### src/rtl/fpm_pkg.sv
package fpm_pkg;
  localparam int EXP_W  = 8;
  localparam int FRAC_W = 23;
  localparam int SIG_W  = FRAC_W + 1;
  localparam int WORD_W = 1 + EXP_W + FRAC_W;
  localparam int PROD_W = 2 * SIG_W;
  localparam int BIAS   = (1 << (EXP_W - 1)) - 1;
  localparam int EMAX   = (1 << EXP_W) - 2;

  typedef struct packed {
    logic              sign;
    logic [EXP_W-1:0]  expo;
    logic [SIG_W-1:0]  sig;
    logic              zero;
    logic              inf;
    logic              nan;
  } opnd_t;
endpackage

### src/rtl/fpm_classify.sv
module fpm_classify
  import fpm_pkg::*;
(
  input  logic [WORD_W-1:0] word,
  output opnd_t             info
);
  logic [EXP_W-1:0]  e_fld;
  logic [FRAC_W-1:0] f_fld;
  logic              e_low;
  logic              e_high;
  logic              f_any;

  assign e_fld  = word[FRAC_W +: EXP_W];
  assign f_fld  = word[FRAC_W-1:0];
  assign e_low  = (e_fld == '0);
  assign e_high = &e_fld;
  assign f_any  = |f_fld;

  always_comb begin
    info.sign = word[WORD_W-1];
    info.expo = e_fld;
    info.sig  = {~e_low, f_fld};
    info.zero = e_low;
    info.inf  = e_high & ~f_any;
    info.nan  = e_high & f_any;
  end
endmodule

### src/rtl/fpm_mant_core.sv
module fpm_mant_core #(
  parameter int W      = 24,
  parameter int LEAF_W = 6
) (
  input  logic [W-1:0]   a,
  input  logic [W-1:0]   b,
  output logic [2*W-1:0] p
);
  generate
    if (W <= LEAF_W || (W % 2) != 0) begin : g_leaf
      assign p = a * b;
    end else begin : g_split
      localparam int H = W / 2;
      logic [2*H-1:0] p_ll, p_lh, p_hl, p_hh;
      logic [2*W-1:0] mid_a, mid_b;

      fpm_mant_core #(.W(H), .LEAF_W(LEAF_W)) u_ll (.a(a[H-1:0]), .b(b[H-1:0]), .p(p_ll));
      fpm_mant_core #(.W(H), .LEAF_W(LEAF_W)) u_lh (.a(a[H-1:0]), .b(b[W-1:H]), .p(p_lh));
      fpm_mant_core #(.W(H), .LEAF_W(LEAF_W)) u_hl (.a(a[W-1:H]), .b(b[H-1:0]), .p(p_hl));
      fpm_mant_core #(.W(H), .LEAF_W(LEAF_W)) u_hh (.a(a[W-1:H]), .b(b[W-1:H]), .p(p_hh));

      assign mid_a = {{(2*H){1'b0}}, p_lh} << H;
      assign mid_b = {{(2*H){1'b0}}, p_hl} << H;
      assign p     = {p_hh, p_ll} + mid_a + mid_b;
    end
  endgenerate
endmodule

### src/rtl/fpm_pack.sv
module fpm_pack
  import fpm_pkg::*;
(
  input  opnd_t              a,
  input  opnd_t              b,
  input  logic [PROD_W-1:0]  prod,
  output logic [WORD_W-1:0]  word,
  output logic               ovf,
  output logic               unf
);
  localparam int EW2 = EXP_W + 2;
  localparam logic [WORD_W-1:0] QNAN = {1'b0, {EXP_W{1'b1}}, 1'b1, {(FRAC_W-1){1'b0}}};

  logic                     sgn;
  logic                     norm;
  logic [FRAC_W-1:0]        frac;
  logic signed [EW2-1:0]    esum;

  assign sgn  = a.sign ^ b.sign;
  assign norm = prod[PROD_W-1];
  assign frac = norm ? prod[PROD_W-2 -: FRAC_W] : prod[PROD_W-3 -: FRAC_W];
  assign esum = $signed({2'b00, a.expo}) + $signed({2'b00, b.expo})
              + $signed({{(EW2-1){1'b0}}, norm}) - $signed(EW2'(BIAS));

  always_comb begin
    word = '0;
    ovf  = 1'b0;
    unf  = 1'b0;
    if (a.nan || b.nan || (a.zero && b.inf) || (a.inf && b.zero)) begin
      word = QNAN;
    end else if (a.inf || b.inf) begin
      word = {sgn, {EXP_W{1'b1}}, {FRAC_W{1'b0}}};
    end else if (a.zero || b.zero) begin
      word = {sgn, {(WORD_W-1){1'b0}}};
    end else if (esum > $signed(EW2'(EMAX))) begin
      word = {sgn, {EXP_W{1'b1}}, {FRAC_W{1'b0}}};
      ovf  = 1'b1;
    end else if (esum < $signed(EW2'(1))) begin
      word = {sgn, {(WORD_W-1){1'b0}}};
      unf  = 1'b1;
    end else begin
      word = {sgn, esum[EXP_W-1:0], frac};
    end
  end
endmodule

### src/rtl/fpm_top.sv
module fpm_top
  import fpm_pkg::*;
#(
  parameter bit OUT_REG = 1'b1,
  parameter int LEAF_W  = 6
) (
  input  logic              clk,
  input  logic              rst,
  input  logic [WORD_W-1:0] op_a,
  input  logic [WORD_W-1:0] op_b,
  output logic [WORD_W-1:0] result,
  output logic              ovf,
  output logic              unf
);
  opnd_t             cls_a, cls_b;
  logic [PROD_W-1:0] prod;
  logic [WORD_W-1:0] c_word;
  logic              c_ovf, c_unf;

  fpm_classify u_cls_a (.word(op_a), .info(cls_a));
  fpm_classify u_cls_b (.word(op_b), .info(cls_b));

  fpm_mant_core #(.W(SIG_W), .LEAF_W(LEAF_W)) u_core (
    .a(cls_a.sig), .b(cls_b.sig), .p(prod)
  );

  fpm_pack u_pack (
    .a(cls_a), .b(cls_b), .prod(prod),
    .word(c_word), .ovf(c_ovf), .unf(c_unf)
  );

  generate
    if (OUT_REG) begin : g_reg
      always_ff @(posedge clk) begin
        if (rst) begin
          result <= '0;
          ovf    <= 1'b0;
          unf    <= 1'b0;
        end else begin
          result <= c_word;
          ovf    <= c_ovf;
          unf    <= c_unf;
        end
      end

      // a reset edge leaves all outputs cleared
      assert_reset_clear_R10: assert property (@(posedge clk)
        rst |=> (result == '0 && !ovf && !unf));
    end else begin : g_comb
      assign result = c_word;
      assign ovf    = c_ovf;
      assign unf    = c_unf;
    end
  endgenerate

  assert_flags_excl_R11: assert property (@(posedge clk) disable iff (rst)
    !(ovf && unf));

  assert_ovf_is_inf_R3: assert property (@(posedge clk) disable iff (rst)
    ovf |-> (result[WORD_W-2:0] == {{EXP_W{1'b1}}, {FRAC_W{1'b0}}}));

  assert_unf_is_zero_R4: assert property (@(posedge clk) disable iff (rst)
    unf |-> (result[WORD_W-2:0] == '0));

  assert_nan_quiet_R7: assert property (@(posedge clk) disable iff (rst)
    ((&result[WORD_W-2:FRAC_W]) && (|result[FRAC_W-1:0])) |->
      (result == {1'b0, {EXP_W{1'b1}}, 1'b1, {(FRAC_W-1){1'b0}}} && !ovf && !unf));
endmodule

### config.mk
export PLATFORM = sky130hd
export DESIGN_NAME = fpm_top
export DESIGN_NICKNAME = d
export VERILOG_FILES = /design/src/rtl/fpm_pkg.sv /design/src/rtl/fpm_classify.sv /design/src/rtl/fpm_mant_core.sv /design/src/rtl/fpm_pack.sv /design/src/rtl/fpm_top.sv
export SDC_FILE = /design/constraint.sdc
export NUM_CORES = 2
export LEC_CHECK = 0
export ABC_AREA = 1
export BUFFER_PORTS_ARGS = -buffer_cell sky130_fd_sc_hd__buf_2
export CAP_MARGIN = 20
export CORE_AREA = 2 2 254 256
export DETAILED_ROUTE_END_ITERATION = 10
export DIE_AREA = 0 0 256 258
export PLACE_DENSITY = 0.59
export SYNTH_ARGS = -nofsm -noshare
export SYNTH_HDL_FRONTEND = slang
export SYNTH_SLANG_ARGS = --single-unit
### constraint.sdc
create_clock -name clk -period 14.65 [get_ports clk]
set_input_delay 4.395 -clock clk [delete_from_list [all_inputs] [get_ports clk]]
set_output_delay 4.395 -clock clk [all_outputs]
set_load 0.05 [all_outputs]
======== Yosys cells after proc, flatten, opt, wreduce, memory -nomap -nowiden ========
Index checks and enable logic that the tools add are counted.
word-level totals
  bits in registers ....................... 34
  bits of input ports ..................... 66
  output and inout port bits .............. 34
  word-level logic and storage cells ...... 70
operators by class
  $add $sub $neg .......................... 13
  multipliers ............................. 16
  $lt $le $gt $ge ......................... 2
  mux-type cells .......................... 8
  bitwise operators ....................... 9
  reductions and logical operators ........ 17
operators by type and width
  operator                 count
  $add A24 B18 Y24         8
  $mul A6 B6 Y12           16
  $mux W31                 5
  $add A48 B36 Y48         2
  $reduce_or A23 Y1        2
  $mux W23                 1
  $logic_not A8 Y1         2
  $reduce_and A8 Y1        2
  $add A10 B2 Y10          1
  $gt A10 B9 Y1 const B    1
  $lt A10 B2 Y1 const B    1
  $sub A10 B8 Y10 const B  1
  $add A8 B8 Y9            1
  $reduce_or A6 Y1         1
  $logic_or A1 B1 Y1       5
  $reduce_or A5 Y1         1
  $and A1 B1 Y1            4
  $not A1 Y1               4
  $reduce_or A4 Y1         1
  $logic_and A1 B1 Y1      2
  $mux W1                  2
  $reduce_or A2 Y1         1
  $xor A1 B1 Y1            1

======== Depth between registers and ports, before layout ========
  word-level depth ........................ 15
  depth in mapped cells ................... 74
  mapped depth without buffers ............ 71

======== Hierarchy ========
From an unflattened synthesis, not the netlist that was laid out.
second synthesis, totals
  cells, all modules ...................... 4722
  area total of the unflattened synthesis .. 29545.8 µm²
by module, submodules not included
  module                                                times used  cells an instance  area each (µm²)  sequential area each (µm²)
  fpm_mant_core (u_core.g_split.u_hh.g_split.u_hh ...)  11          186                1196.1           0.0
  fpm_mant_core (u_core.g_split.u_ll.g_split.u_hh ...)  4           187                1197.4           0.0
  fpm_mant_core (u_core.g_split.u_hh ...)               3           186                1119.8           0.0
  fpm_mant_core (u_core)                                1           445                2580.0           0.0
  fpm_pack                                              1           305                1541.5           0.0
  fpm_mant_core (u_core.g_split.u_lh.g_split.u_hh)      1           186                1209.9           0.0
  fpm_mant_core (u_core.g_split.u_ll)                   1           186                1121.1           0.0
  fpm_top                                               1           106                985.9            680.7
  fpm_classify                                          2           71                 400.4            0.0

======== Worst setup path before layout ========
OpenSTA, ideal clock, no wires.
  path kind ............................... input -> register
  start point ............................. input port op_b[5]
  end point ............................... register result[21]
  setup time .............................. 0.066 ns
  arrival ................................. 14.144 ns
  required time ........................... 14.584 ns
  path slack .............................. 0.440 ns
  stages .................................. 68
  buffers on the path ..................... 4
  cell sequence ........................... clkbuf_1 -> clkbuf_1 -> nand2_1 -> fa_1 -> fa_1 -> fa_1 -> inv_1 -> ha_1 -> inv_1 -> o21bai_1 -> a21o_1 -> nand2_1 -> nand2_1 -> nand2_1 -> nand2_1 -> nand2_1 -> nand2_1 -> a21oi_1 -> [... 32 more ...] -> nand2_2 -> nand2_4 -> buf_2 -> ha_1 -> inv_1 -> ha_1 -> nand3_1 -> nand3b_1 -> nor2_2 -> nand3_1 -> a21boi_1 -> nor2_4 -> nand3_1 -> nand4_2 -> nor2_4 -> buf_8 -> nand2_1 -> a21oi_2
on the way
  cells in the longest elaborated chain, start to end .. 9
  elaborated cells on any way between the ends .. 25
  those cells by class .................... 8 x add/sub; 4 x mul; 2 x order compare; 1 x mux; 3 x bitwise; 7 x reduce/logical
RTL lines
  what                                                   RTL line                        source
  start: declaration                                     fpm_top.sv:10                   input logic [WORD_W-1:0] op_b,
  $mul A6 B6 Y12                                         fpm_mant_core.sv:11             assign p = a * b;
  $add A24 B18 Y24 (2 in series)                         fpm_mant_core.sv:24             assign p = {p_hh, p_ll} + mid_a + mid_b;
  $add A48 B36 Y48 (2 in series)                         fpm_mant_core.sv:24
  $add A10 B2 Y10                                        fpm_pack.sv:23                  + $signed({{(EW2-1){1'b0}}, norm}) - $signed(EW2'(BIAS));
  $sub A10 B8 Y10                                        fpm_pack.sv:23
  $lt A10 B2 Y1 / $gt A10 B9 Y1 (equally long branches)  fpm_pack.sv:38, fpm_pack.sv:35
  $reduce_or A6 Y1 (no line)                             n/a
  end signal: assignment                                 fpm_top.sv:40                   result <= c_word;
  end: declaration                                       fpm_top.sv:11                   output logic [WORD_W-1:0] result,
Several ways; a longest one is shown, not always the timed one.
A chain may end at the register's enable or synchronous reset.

======== Worst setup path after layout ========
  start point ............................. input port op_b[28]
  end point ............................... register result[10]
on the way
  cells in the longest elaborated chain, start to end .. 11
  elaborated cells on any way between the ends .. 29
  those cells by class .................... 9 x add/sub; 4 x mul; 2 x order compare; 1 x mux; 3 x bitwise; 10 x reduce/logical
RTL lines
  what                                                   RTL line                        source
  $logic_not A8 Y1                                       fpm_classify.sv:15              assign e_low = (e_fld == '0);
  $not A1 Y1                                             fpm_classify.sv:22              info.sig = {~e_low, f_fld};
  $mul A6 B6 Y12                                         fpm_mant_core.sv:11
  $add A24 B18 Y24 (2 in series)                         fpm_mant_core.sv:24
  $add A48 B36 Y48 (2 in series)                         fpm_mant_core.sv:24
  $add A10 B2 Y10                                        fpm_pack.sv:23
  $sub A10 B8 Y10                                        fpm_pack.sv:23
  $lt A10 B2 Y1 / $gt A10 B9 Y1 (equally long branches)  fpm_pack.sv:38, fpm_pack.sv:35
  $reduce_or A6 Y1 (no line)                             n/a
Several ways; a longest one is shown, not always the timed one.

==> run summary <==
slowest CP cell -> fa_1
H-tree depth -> 2
top_reg_cell synth -> dfxtp_1
worst-margin pin slew -> 919 ps
hold_buf cts -> 0
initial antenna violation count -> 3
YS warnings -> 0
number of I/O pins -> 100
Die Area -> 0.0660 mm²
final non-filler cell total -> 4543
CP Launch Type -> input pin
Mapped Nets -> 4447
First-pass DRT Iterations -> 5
vias in the first global route -> 21200
Inserted Clock Buffers -> 5
worst min path class -> in -> reg
Nets -> 4497
synth unique cells -> 47
sequential area share after synthesis -> 2.71%
CP Max Fanout -> 13
Max Root-Sink Buffers -> 2
root buf cell -> clkbuf_16
Avg Cell Area, Syn -> 6.92 µm²
max-cap violations -> 0
WP buf/inv -> 10
Core Footprint -> 0.0636 mm²
slew margin rel. -> 38.2%
Worst-path clk slew -> 50 ps
Placed Cells -> 4527
max-slew violations -> 0
first-pass GRT wire length -> 109000 µm
CTS tree -> done
starting density of the core -> 39.5%
overall routed net length -> 65800 µm
endpoint class of the critical path -> flop
routed length per instance -> 14.5 µm
Crit path arrival time -> 14140 ps
routed vias/inst -> 4.67
crit-path max cell delay -> 540 ps
share of cells above drive strength 1 -> 6.94%
synth-to-layout area growth -> 8.00%
cells after synthesis -> 3637
Core Rows -> 93
post-route clock period utilization -> 95.2%
CP top delay family -> adder cells
fraction of registers with async set/reset -> 0%
Sink Count -> 34
total gr overflow -> 0
largest net degree at the start of global routing -> 27
status -> completed
first-iteration detailed-routing DRC count -> 1045
RD Place Congestion -> 0.906
Max Fclk -> 0.0717 GHz
#FFs+latches synth -> 34
Fin. Hold Viols -> 0
Mapped Area -> 0.0252 mm²
Die Y-Extent -> 258 µm
DRC -> 0
crit path time final -> 13940 ps
final HPWL from detailed placement -> 55800 µm
via count -> 21200
Final Setup Violations -> 0
Fill cells -> 6661
Port Buf Inserts -> 99
width of the die -> 256 µm
post-route ant nets -> 0
Critical Path RT -> 14850 ps
WS Path Type -> in -> reg
Tot GR Track Use -> 20.2%
EDFF count, synth -> 0
[per-layer routing]
| layer | routed length (µm) | global-route usage (%) |
|---|---|---|
| met4 | 1250 | 3.67 |
| met1 | 31200 | 28.1 |
| met5 | 0 | 0 |
| met3 | 2980 | 1.60 |
| met2 | 30400 | 34.7 |
[area by class of cell]
class	instances	area, µm²	area share (%)
multi-input combinational	2418	20200	74.2
inverter	1055	3960	14.6
timing repair buffer	173	1110	4.10
tap	855	1070	3.94
sequential	34	681	2.50
clock buffer	6	139	0.511
clock inverter	1	30.0	0.111
antenna	1	2.50	0.00921
[repair_timing]
action                                  CTS  global route
endpoints found under the hold margin     0             0
endpoints found under the setup margin    0            33
setup buffers                             0             8
gates resized for setup                   0            38
[placed cells by master (no fill, tap or decap), types with 67 or more instances in the layout]
| cell type | instances |
|---|---|
| inv_1 | 1046 |
| a21oi_1 | 163 |
| xor2_1 | 104 |
| nor2_1 | 177 |
| nand3_1 | 91 |
| buf_2 | 100 |
| buf_4 | 67 |
| nand2_1 | 851 |
| fa_1 | 345 |
| ha_1 | 393 |
[logic make-up (layout without fill, tap and decap cells)]
logic type | Yosys count | after routing | synth area share (%)
xor gates and xnor gates | 174 | 174 | 6.15
buffers and inverters | 1185 | 1235 | 17.8
adders and majority gates | 744 | 744 | 47.3
other | 0 | 1 | 0
DFF | 34 | 34 | 2.71
and+or+nand+nor | 1208 | 1208 | 19.6
AOI/OAI and AO/OA | 292 | 292 | 6.49
[Yosys cell counts, types with 3 or more instances]
library cell     n  area [µm²]
inv_1         1046        3930
nand2_1        855        3210
ha_1           399        4990
fa_1           345        6910
nor2_1         182         683
a21oi_1        166         831
clkbuf_1       124         465
xor2_1         107         937
nand3_1         91         455
xnor2_1         64         561
o21ai_0         53         265
dfxtp_1         34         681
o21bai_1        23         173
nand4_1         20         125
a21o_1          16         120
a31oi_1         11        68.8
nor3_1          10        50.1
nor4_1          10        62.6
inv_2            7        26.3
nand2_2          7        43.8
nand3b_1         6        45.0
a21oi_2          5        43.8
nor2_2           5        31.3
nor2_4           5        56.3
o21ai_2          5        43.8
o21a_1           4        30.0
o21ai_1          4        20.0
and3_1           3        18.8
buf_2            3        15.0
nand3_2          3        30.0
xor2_2           3        48.8
[path summary, 6_finish.rpt]
check | start | endpoint | slack, ps | cells after the start
max | op_b[28] | result[10] | 710 | 59
min | rst | result[26] | 4380 | 2
[registers in the layout (all words and copies together), names as in the netlist]
name,flops
result,32
ovf,1
unf,1
[through the flow]
| step | setup TNS [ps] | cell area (µm²) | utilization [%] | hold slack (ps) | setup slack [ps] |
|---|---|---|---|---|---|
| floorplan | 0 | 25200 | - | 4460 | 440 |
| global placement | 0 | 26800 | 42.0 | 4660 | 120 |
| detailed placement | -19.1 | 26800 | 42.0 | 4660 | -19.1 |
| CTS | 0 | 26900 | 42.3 | 4370 | 255 |
| global route | -229 | 27200 | 42.7 | 4390 | -58.9 |
| finish | 0 | 27200 | 42.7 | 4380 | 708 |
Power is not shown: default switching activity piles up to over one toggle a cycle in this logic, so the estimate is an artifact.
